File: src/rtl/chsel_pkg.sv
// Shared helpers for the channel selection detector.
// Assumes: time values are given in whole nanoseconds.
package chsel_pkg;

    // Convert a minimum duration into a cycle count, rounding up.
    function automatic int ns_to_cycles(input int dur_ns, input int period_ns);
        return (dur_ns + period_ns - 1) / period_ns;
    endfunction

    // Bundle of channel tag-out lines used inside the block.
    typedef struct packed {
        logic sel;
        logic hold;
        logic addr;
        logic sup;
        logic srv;
    } tag_out_t;

endpackage

File: src/rtl/chsel_addr_match.sv
// Masked unit-address comparator.
// Does: reports a hit when every bus bit selected by the mask equals the
//       loaded unit address bit. Assumes: mask and address are stable
//       registers loaded in advance.
module chsel_addr_match #(
    parameter int BUS_W = 8
) (
    input  logic [BUS_W-1:0] bus_val,
    input  logic [BUS_W-1:0] ref_addr,
    input  logic [BUS_W-1:0] cmp_mask,
    output logic             hit
);

    logic [BUS_W-1:0] bit_ok;

    // Per-bit compare: a masked-off bit always counts as matching.
    for (genvar i = 0; i < BUS_W; i++) begin : g_bit
        assign bit_ok[i] = ~cmp_mask[i] | ~(bus_val[i] ^ ref_addr[i]);
    end

    // Hit when all positions agree.
    always_comb hit = &bit_ok;

endmodule

File: src/rtl/chsel_deglitch.sv
// Two-sample qualifier for the select/hold attempt.
// Does: shifts the raw select-and-hold level through two flops; the attempt
//       is recognised only when both samples are high. Assumes: raw inputs
//       are synchronous to clk.
module chsel_deglitch (
    input  logic clk,
    input  logic rst_n,
    input  logic raw_in,
    output logic attempt
);

    logic [1:0] hist;

    // Shift history of the raw attempt level.
    always_ff @(posedge clk) begin
        if (!rst_n) hist <= '0;
        else        hist <= {hist[0], raw_in};
    end

    // Attempt needs two consecutive high samples.
    always_comb attempt = &hist;


    two_sample_chk: assert property (@(posedge clk) disable iff (!rst_n)
        attempt |-> ($past(raw_in) && $past(raw_in, 2)));

endmodule

File: src/rtl/chsel_chain_det.sv
// Command chaining detector with a minimum-drop filter on suppress-out.
// Does: sets the flag when service-out rises with suppress-out high during
//       ending status; clears it once suppress-out has been low for DROP_CYC
//       consecutive samples. Assumes: DROP_CYC >= 1.
module chsel_chain_det #(
    parameter int DROP_CYC = 13
) (
    input  logic clk,
    input  logic rst_n,
    input  logic sup_in,
    input  logic srv_in,
    input  logic stat_end,
    output logic chain
);

    localparam int CW = $clog2(DROP_CYC + 1);
    localparam logic [CW-1:0] LAST = CW'(DROP_CYC - 1);
    localparam logic [CW-1:0] FULL = CW'(DROP_CYC);

    logic          srv_d;
    logic [CW-1:0] low_cnt;
    logic          srv_rise;
    logic          set_c;
    logic          clr_c;

    // Edge detect on service-out and set/clear conditions.
    always_comb begin
        srv_rise = srv_in & ~srv_d;
        set_c    = srv_rise & sup_in & stat_end;
        clr_c    = ~sup_in & (low_cnt == LAST);
    end

    // Remember last service-out sample.
    always_ff @(posedge clk) begin
        if (!rst_n) srv_d <= 1'b0;
        else        srv_d <= srv_in;
    end

    // Count consecutive low samples of suppress-out, saturating.
    always_ff @(posedge clk) begin
        if (!rst_n)            low_cnt <= '0;
        else if (sup_in)       low_cnt <= '0;
        else if (low_cnt != FULL) low_cnt <= low_cnt + 1'b1;
    end

    // Chaining flag.
    always_ff @(posedge clk) begin
        if (!rst_n)     chain <= 1'b0;
        else if (set_c) chain <= 1'b1;
        else if (clr_c) chain <= 1'b0;
    end


    chain_set_chk: assert property (@(posedge clk) disable iff (!rst_n)
        $rose(chain) |-> $past(sup_in && stat_end && srv_in));


    chain_clr_chk: assert property (@(posedge clk) disable iff (!rst_n)
        $fell(chain) |-> !$past(sup_in));


    drop_cnt_bound_chk: assert property (@(posedge clk) disable iff (!rst_n)
        low_cnt <= FULL);

endmodule

File: src/rtl/chan_sel_detect.sv
// Channel selection and chaining detector, top level.
// Does: combines the deglitched select/hold attempt with the masked address
//       match (address-out up) or the request-in level (address-out down)
//       into SEL, propagates unsuccessful attempts, builds request-in and
//       detects command chaining. Assumes: all inputs synchronous to clk.
module chan_sel_detect #(
    parameter int BUS_W       = 8,
    parameter int CLK_NS      = 20,
    parameter int MIN_DROP_NS = 250
) (
    input  logic             clk,
    input  logic             rst_n,
    input  logic [BUS_W-1:0] bus_out,
    input  logic [BUS_W-1:0] unit_addr,
    input  logic [BUS_W-1:0] addr_mask,
    input  logic             sel_out,
    input  logic             hold_out,
    input  logic             addr_out,
    input  logic             sup_out,
    input  logic             srv_out,
    input  logic             stat_end,
    input  logic             req_ns,
    input  logic             req_sup,
    output logic             sel,
    output logic             req_in,
    output logic             chain,
    output logic             sel_prop
);

    import chsel_pkg::*;

    localparam int DROP_CYC = ns_to_cycles(MIN_DROP_NS, CLK_NS);

    tag_out_t tags;
    logic     addr_hit;
    logic     attempt;

    // Bundle tag inputs.
    always_comb tags = '{sel: sel_out, hold: hold_out, addr: addr_out,
                         sup: sup_out, srv: srv_out};

    chsel_addr_match #(.BUS_W(BUS_W)) u_match (
        .bus_val  (bus_out),
        .ref_addr (unit_addr),
        .cmp_mask (addr_mask),
        .hit      (addr_hit)
    );

    chsel_deglitch u_dgl (
        .clk     (clk),
        .rst_n   (rst_n),
        .raw_in  (tags.sel & tags.hold),
        .attempt (attempt)
    );

    chsel_chain_det #(.DROP_CYC(DROP_CYC)) u_chain (
        .clk      (clk),
        .rst_n    (rst_n),
        .sup_in   (tags.sup),
        .srv_in   (tags.srv),
        .stat_end (stat_end),
        .chain    (chain)
    );

    // Request-in: suppressible source masked by suppress-out.
    always_comb req_in = req_ns | (req_sup & ~tags.sup);

    // Selection decision and propagation of unsuccessful attempts.
    always_comb begin
        sel      = attempt & (tags.addr ? addr_hit : req_in);
        sel_prop = attempt & ~sel;
    end


    addr_block_chk: assert property (@(posedge clk) disable iff (!rst_n)
        (sel && addr_out) |-> addr_hit);


    sup_gate_chk: assert property (@(posedge clk) disable iff (!rst_n)
        (sup_out && !req_ns) |-> !req_in);


    prop_excl_chk: assert property (@(posedge clk) disable iff (!rst_n)
        (sel_out && hold_out && $past(sel_out && hold_out)) |=> (sel || sel_prop));

endmodule

File: config.mk
export PLATFORM = sky130hd
export DESIGN_NAME = chan_sel_detect
export DESIGN_NICKNAME = d
export VERILOG_FILES = /design/src/rtl/chsel_pkg.sv /design/src/rtl/chsel_addr_match.sv /design/src/rtl/chsel_deglitch.sv /design/src/rtl/chsel_chain_det.sv /design/src/rtl/chan_sel_detect.sv
export SDC_FILE = /design/constraint.sdc
export NUM_CORES = 1
export LEC_CHECK = 0
export CAP_MARGIN = 20
export CORE_MARGIN = 2
export CORE_UTILIZATION = 32
export CTS_CLUSTER_SIZE = 40
export DETAILED_ROUTE_END_ITERATION = 12
export PLACE_DENSITY_LB_ADDON = 0.3
export REMOVE_ABC_BUFFERS = 1
export SYNTH_ARGS = -nofsm -noshare
export SYNTH_HDL_FRONTEND = slang
export SYNTH_HIERARCHICAL = 1
export SYNTH_SLANG_ARGS = --single-unit
File: constraint.sdc
create_clock -name clk -period 2 [get_ports clk]
set_clock_uncertainty 0.1 [all_clocks]
set_input_delay 0.4 -clock clk [delete_from_list [all_inputs] [get_ports clk]]
set_output_delay 0.4 -clock clk [all_outputs]
set_load 0.03 [all_outputs]
Word-level counts from Yosys, hierarchy flattened
Cells that the tools add are included.
- bits in registers: 8
- input port bits: 34
- add/sub/neg operators: 1
- eq/ne operators: 2
- mux-type cells: 3
- bitwise operators: 45
- reduce and logical (&&, ||, !) cells: 4
- operators by type and width (kind ; number):
    inverter 1 bit ; 20
    bitwise OR 1 bit ; 9
    AND 1 bit ; 8
    AND reduction 8 bit ; 1
    XOR 1 bit ; 8
    adder 4 x 1 -> 4 bit (second input constant) ; 1
    equality test 4 bit (second input constant) ; 1
    inequality test 4 bit (second input constant) ; 1
    two-way mux 1 bit ; 3
    AND reduction 2 bit ; 1
    nonzero test 2 bit ; 1
    OR reduction 2 bit ; 1

Longest topological paths before layout
Gate-level depths: netlist of run 1.
- word-level depth: 8
- gate-level depth with buffers: 6

Cells and area by module
Netlist of run 1, hierarchy kept.
- by module, submodules not included (module ; instances ; cells each ; area each (µm²) ; seq. area each (µm²)):
    chsel_chain_det ; 1 ; 31 ; 280.3 ; 120.1
    chsel_addr_match ; 1 ; 13 ; 108.9 ; 0.0
    chan_sel_detect ; 1 ; 8 ; 65.1 ; 0.0
    chsel_deglitch ; 1 ; 5 ; 58.8 ; 40.0

Least setup slack after synthesis of run 1
Ideal clock, no wire load.
- kind: input -> output
- from: in bus_out[6]
- to: out sel_prop
- arrival time: 1419 ps
- data required time: 1500 ps
- path slack: 81 ps
- stages: 6
- path buffers: 0
- cell sequence: xor2_1 > a22oi_1 > and4_1 > nor2b_4 > a21oi_2 > nor2b_1
- longest elaborated chain between the ends: 8
- ends and longest elaborated chain (what ; line ; RTL):
    start: declaration ; chan_sel_detect.sv:13 ; input logic [BUS_W-1:0] bus_out,
    XOR 1 bit ; chsel_addr_match.sv:18 ; assign bit_ok[i] = ~cmp_mask[i] | ~(bus_val[i] ^ ref_addr[i]);
    inverter 1 bit ; chsel_addr_match.sv:18 ;
    bitwise OR 1 bit ; chsel_addr_match.sv:18 ;
    AND reduction 8 bit ; chsel_addr_match.sv:22 ; always_comb hit = &bit_ok;
    named net addr_hit ; chan_sel_detect.sv:35 ; logic addr_hit;
    two-way mux 1 bit ; chan_sel_detect.sv:70 ; sel = attempt & (tags.addr ? addr_hit : req_in);
    AND 1 bit ; chan_sel_detect.sv:70 ;
    inverter 1 bit ; chan_sel_detect.sv:71 ; sel_prop = attempt & ~sel;
    AND 1 bit ; chan_sel_detect.sv:71 ;
    end: declaration ; chan_sel_detect.sv:27 ; output logic sel_prop
The timed path passes the listed nets, and every way through them passes these cells.

Worst setup path after layout of run 1
- from: in bus_out[7]
- to: out sel
- longest elaborated chain between the ends: 6
- ends and longest elaborated chain (what ; line ; RTL):
    XOR 1 bit ; chsel_addr_match.sv:18 ;
    inverter 1 bit ; chsel_addr_match.sv:18 ;
    bitwise OR 1 bit ; chsel_addr_match.sv:18 ;
    AND reduction 8 bit ; chsel_addr_match.sv:22 ;
    named net addr_hit ; chan_sel_detect.sv:35 ;
    two-way mux 1 bit ; chan_sel_detect.sv:70 ;
    AND 1 bit ; chan_sel_detect.sv:70 ;
    end: declaration ; chan_sel_detect.sv:24 ; output logic sel,
The timed path passes the listed nets, and every way through them passes these cells.

==> reports/results.env, run 1 <==
DRT_PASS1_ITERATIONS=2
CELLPOWERDENSITY_nW_PER_UM2=461
LAYOUT.CORE_UTILIZATION_PCT=57.2
POST_SYNTH_MAIN_AREA_CONTRIBUTORS='sky130_fd_sc_hd__dfxtp_1 31%, sky130_fd_sc_hd__xor2_1 14%, sky130_fd_sc_hd__and2_1 7.3%'
VIA_COUNT_OF_THE_FIRST_GLOBAL_ROUTING_PASS=560
STATUS='finished, violations left'
COMBINATIONAL_FAMILY_WITH_THE_MOST_AREA_AFTER_SYNTHESIS='simple AND/OR/NAND/NOR gates'
ANTENNA_CELLS=0
WORSTPATHREQUIRED_NS=1.50
PLACEMENTROWS=14
POST_SYNTH_INSTANCE_AREA_UM2=513
SYN_INST=57
POWER.STATIC_LEAKAGE_nW=0.399
AREAGROWTHSYNTHTOFINISH_PCT=68.0
DIE_W_UM=44.0
CHIPHEIGHT_UM=44.0
WORST_PATH_MAX_DELAY_CELL='sky130_fd_sc_hd__and4_4'
SYNTH-SIMPLE-AREA-SHARE_PCT=30.0
POST_SYNTH_MUX_AREA_SHARE_PCT=1.95
SETUP.WORST_PATH.END_CLASS='output pin'
FINALHOLDVIOLATIONS=0
ANTENNA_LEFT=0
CRITICAL_PATH_PEAK_FANOUT=2
FINALPOWER_mW=0.398
NETLIST_TOP_CELLS_COUNT='8 x sky130_fd_sc_hd__dfxtp_1, 8 x sky130_fd_sc_hd__xor2_1, 6 x sky130_fd_sc_hd__and2_1'
CLKTRANSATPATHREGS_NS=0.05
SYNTH.TOP_CELL.AREA_SHARE_PCT=31.2
GRT.TOTAL_USAGE_PCT=16.4
IRDROPWORSTVDD_mV=0.319
PIN_COUNT=38
DRTITER0DRC=3
TRITONCTS='done'
CRITICAL_PATH.TOP_DELAY_FAMILY='simple AND/OR/NAND/NOR gates'
GRT_START_MAX_NET_PINS=7
SEQ_AREA_FRAC_SYNTH_PCT=31.2
ROUTED_WIRE_LENGTH_PER_INSTANCE_UM=12.1
YS_ASYNC_SR_FRACTION_PCT=0
ACHIEVABLE-FREQUENCY_GHz=0.494
POST_ROUTE_CELLS_DRIVE_ABOVE_1_SHARE_PCT=30.9
SYNTHADDERAREAFRAC_PCT=7.32
TIMING.FINAL.MAX_SLEW_VIOLATIONS=0
DIEAREA_UM2=1940
SYNTH-EDFF-COUNT=0
CP-START-KIND='input pin'
CRITPATHKIND='input pin to output pin'
PORT_BUFFERS=37
FIN_CRIT_SH_PCT=101
CRITICAL-PATH-MAX-STAGE-DELAY_NS=0.24
SYNTHESIS.AREA_PER_INSTANCE_UM2=9.00
NETLIST.TOP_CELL.BY_AREA='sky130_fd_sc_hd__dfxtp_1'
DRC_ERRORS=0
DETAILROUTE.VIA_COUNT=532
HOLD_SLACK_NS=0.356
CTS_NUM_SINKS=8
PATH_COMMON_CELL='sky130_fd_sc_hd__buf_6'
CTS_INSERTED_BUFFERS=3
CRITICAL_PATH.N_BUFFERS_INVERTERS=2
CORE_UM2=1510
ANTENNA_FOUND_INITIAL=0
HPWL_UM=1100
FINAL_CELL_COUNT_NO_FILL=113
CLK_LATENCY_NS=0.25
FINALSETUPVIOLATIONS=1
PERIOD_NEEDED_NS=2.03
CTSHTREEMAXLEVEL=1
VIOLATED_CHECKS='negative setup slack'
PLACED_INSTANCE_COUNT=110
MAIN_FLOP_TYPE_AFTER_SYNTHESIS='sky130_fd_sc_hd__dfxtp_1'
FINISH.NET_COUNT=136
GP_ROUTABILITY_CONGESTION=0.759
CRITICAL_PATH_ARRIVAL_NS=1.53
CAP_VIOLATIONS=0
CLOCKROOTBUFFER='sky130_fd_sc_hd__clkbuf_4'
SYNTH-SEQ-CELLS=8
GRT_FIRST_PASS_WIRELENGTH_UM=2280
OVERFLOW=0
START_UTIL_PCT=34.1
WORSTMARGINPINSLEW_NS=0.312
HOLD_PATH.CLASS='register to register'
SYNTH.YOSYS.WARNINGS=6
CTS_MAX_PATH_BUFFERS=2
RSZ0062_AT_GRT='yes'
SYNTH_COMPOUND_AREA_SHARE_PCT=12.0
SETUP_SLACK_NS=-0.0260
DETAIL_ROUTE.VIAS_PER_CELL=4.71
POST_SYNTH_XOR_AREA_FRACTION_PCT=15.4
CRIT_CHAIN='buf_6 -> xor2_2 -> a22oi_2 -> and4_4 -> nor2b_4 -> a21oi_2 -> and2_4 -> buf_6'
SLEW_HEADROOM_PCT=79.2
ROUTED_WL_UM=1360
SYNTH.LIB_CELLS_USED.DISTINCT=23
## registers in the layout, indices dropped and copies added (netlist names)
name	count
u_chain/chain	1
u_chain/low_cnt	4
u_dgl/hist	2
u_chain/srv_d	1
## cells in the final DEF (no fill, tap or decap)
master / count
sky130_fd_sc_hd__buf_2: 14
sky130_fd_sc_hd__clkdlybuf4s50_1: 10
sky130_fd_sc_hd__dlygate4sd2_1: 8
sky130_fd_sc_hd__dfxtp_1: 8
sky130_fd_sc_hd__xor2_1: 7
sky130_fd_sc_hd__and2_1: 5
sky130_fd_sc_hd__nor2_1: 5
sky130_fd_sc_hd__clkbuf_4: 3
sky130_fd_sc_hd__buf_6: 3
sky130_fd_sc_hd__inv_1: 3
sky130_fd_sc_hd__ha_1: 3
sky130_fd_sc_hd__a22oi_1: 3
sky130_fd_sc_hd__nand2b_1: 2
sky130_fd_sc_hd__buf_4: 2
sky130_fd_sc_hd__a31oi_1: 2
sky130_fd_sc_hd__a21oi_1: 2
sky130_fd_sc_hd__nor3_1: 2
sky130_fd_sc_hd__nand2b_4: 1
sky130_fd_sc_hd__nor2b_4: 1
sky130_fd_sc_hd__a21oi_2: 1
sky130_fd_sc_hd__nor2b_1: 1
sky130_fd_sc_hd__and2_4: 1
sky130_fd_sc_hd__nand3_1: 1
sky130_fd_sc_hd__nor3b_1: 1
sky130_fd_sc_hd__nand3_2: 1
sky130_fd_sc_hd__mux2i_1: 1
sky130_fd_sc_hd__xnor2_1: 1
sky130_fd_sc_hd__nand2_1: 1
sky130_fd_sc_hd__nand4_1: 1
sky130_fd_sc_hd__xor2_2: 1
sky130_fd_sc_hd__a22oi_2: 1
sky130_fd_sc_hd__and4_4: 1
## cell families (layout without fill, tap and decap cells)
group,Yosys count,count (layout)
AND/OR/NAND/NOR,24,24
flip-flops,8,8
buffers and inverters,3,43
adder cells (fa/ha/maj),3,3
AO/OA/AOI/OAI,9,9
multiplexers,1,1
XOR/XNOR,9,9
## power breakdown
| group | internal [mW] | switching, mW |
|---|---|---|
| Clock | 0.0685 | 0.0520 |
| Combinational | 0.0674 | 0.0408 |
| Sequential | 0.165 | 0.00428 |
| Total | 0.301 | 0.0971 |
## timing repair
action,CTS,global route
endpoints found under the setup margin,2,2
buffers inserted,0,0
gates resized for setup,64,4
pin swaps,14,3
hold buffers,0,0
## final timing paths
check / from / to / slack, ns / cells past startpoint
worst max-delay path: bus_out[7] / sel / -0.03 / 8
worst min-delay path: u_dgl/hist[0] / u_dgl/hist[1] / 0.36 / 1
worst max register to register: u_chain/low_cnt[1] / u_chain/low_cnt[1] / 0.72 / 5
worst min register to register: u_dgl/hist[0] / u_dgl/hist[1] / 0.36 / 1
## cell type report
class	count	area [um^2]
flip-flops and latches	8	160
repair buffers	37	289
multi-input cells	46	359
clock buffers	3	22.5
well taps	16	20.0
fillers	148	644
inverters	3	11.3
## metal layers
metal	track usage, %	wire (um)
met1	17.4	517
met2	29.4	735
met3	5.31	111
met4	7.27	0
met5	0	0
## stage by stage
step / TNS [ns] / setup WS (ns) / cell area, um^2
2_1_floorplan: 0 / 0.0807 / 513
3_3_place_gp: -0.652 / -0.359 / 896
3_5_place_dp: -0.687 / -0.381 / 896
4_1_cts: -0.0222 / -0.0222 / 841
5_1_grt: -0.124 / -0.0822 / 862
6_report: -0.0260 / -0.0260 / 862
(Power assumes the default switching activity.)
==> run 2: changes to the inputs <==
--- a/config.mk
+++ b/config.mk
@@ -5,7 +5,7 @@
 export SDC_FILE = /design/constraint.sdc
 export NUM_CORES = 1
 export LEC_CHECK = 0
-export CAP_MARGIN = 20
+export CAP_MARGIN = 5
 export CORE_MARGIN = 2
 export CORE_UTILIZATION = 32
 export CTS_CLUSTER_SIZE = 40
==> results of run 2 <==
No change in the layout: final DEF, timing and power equal those of run 1.
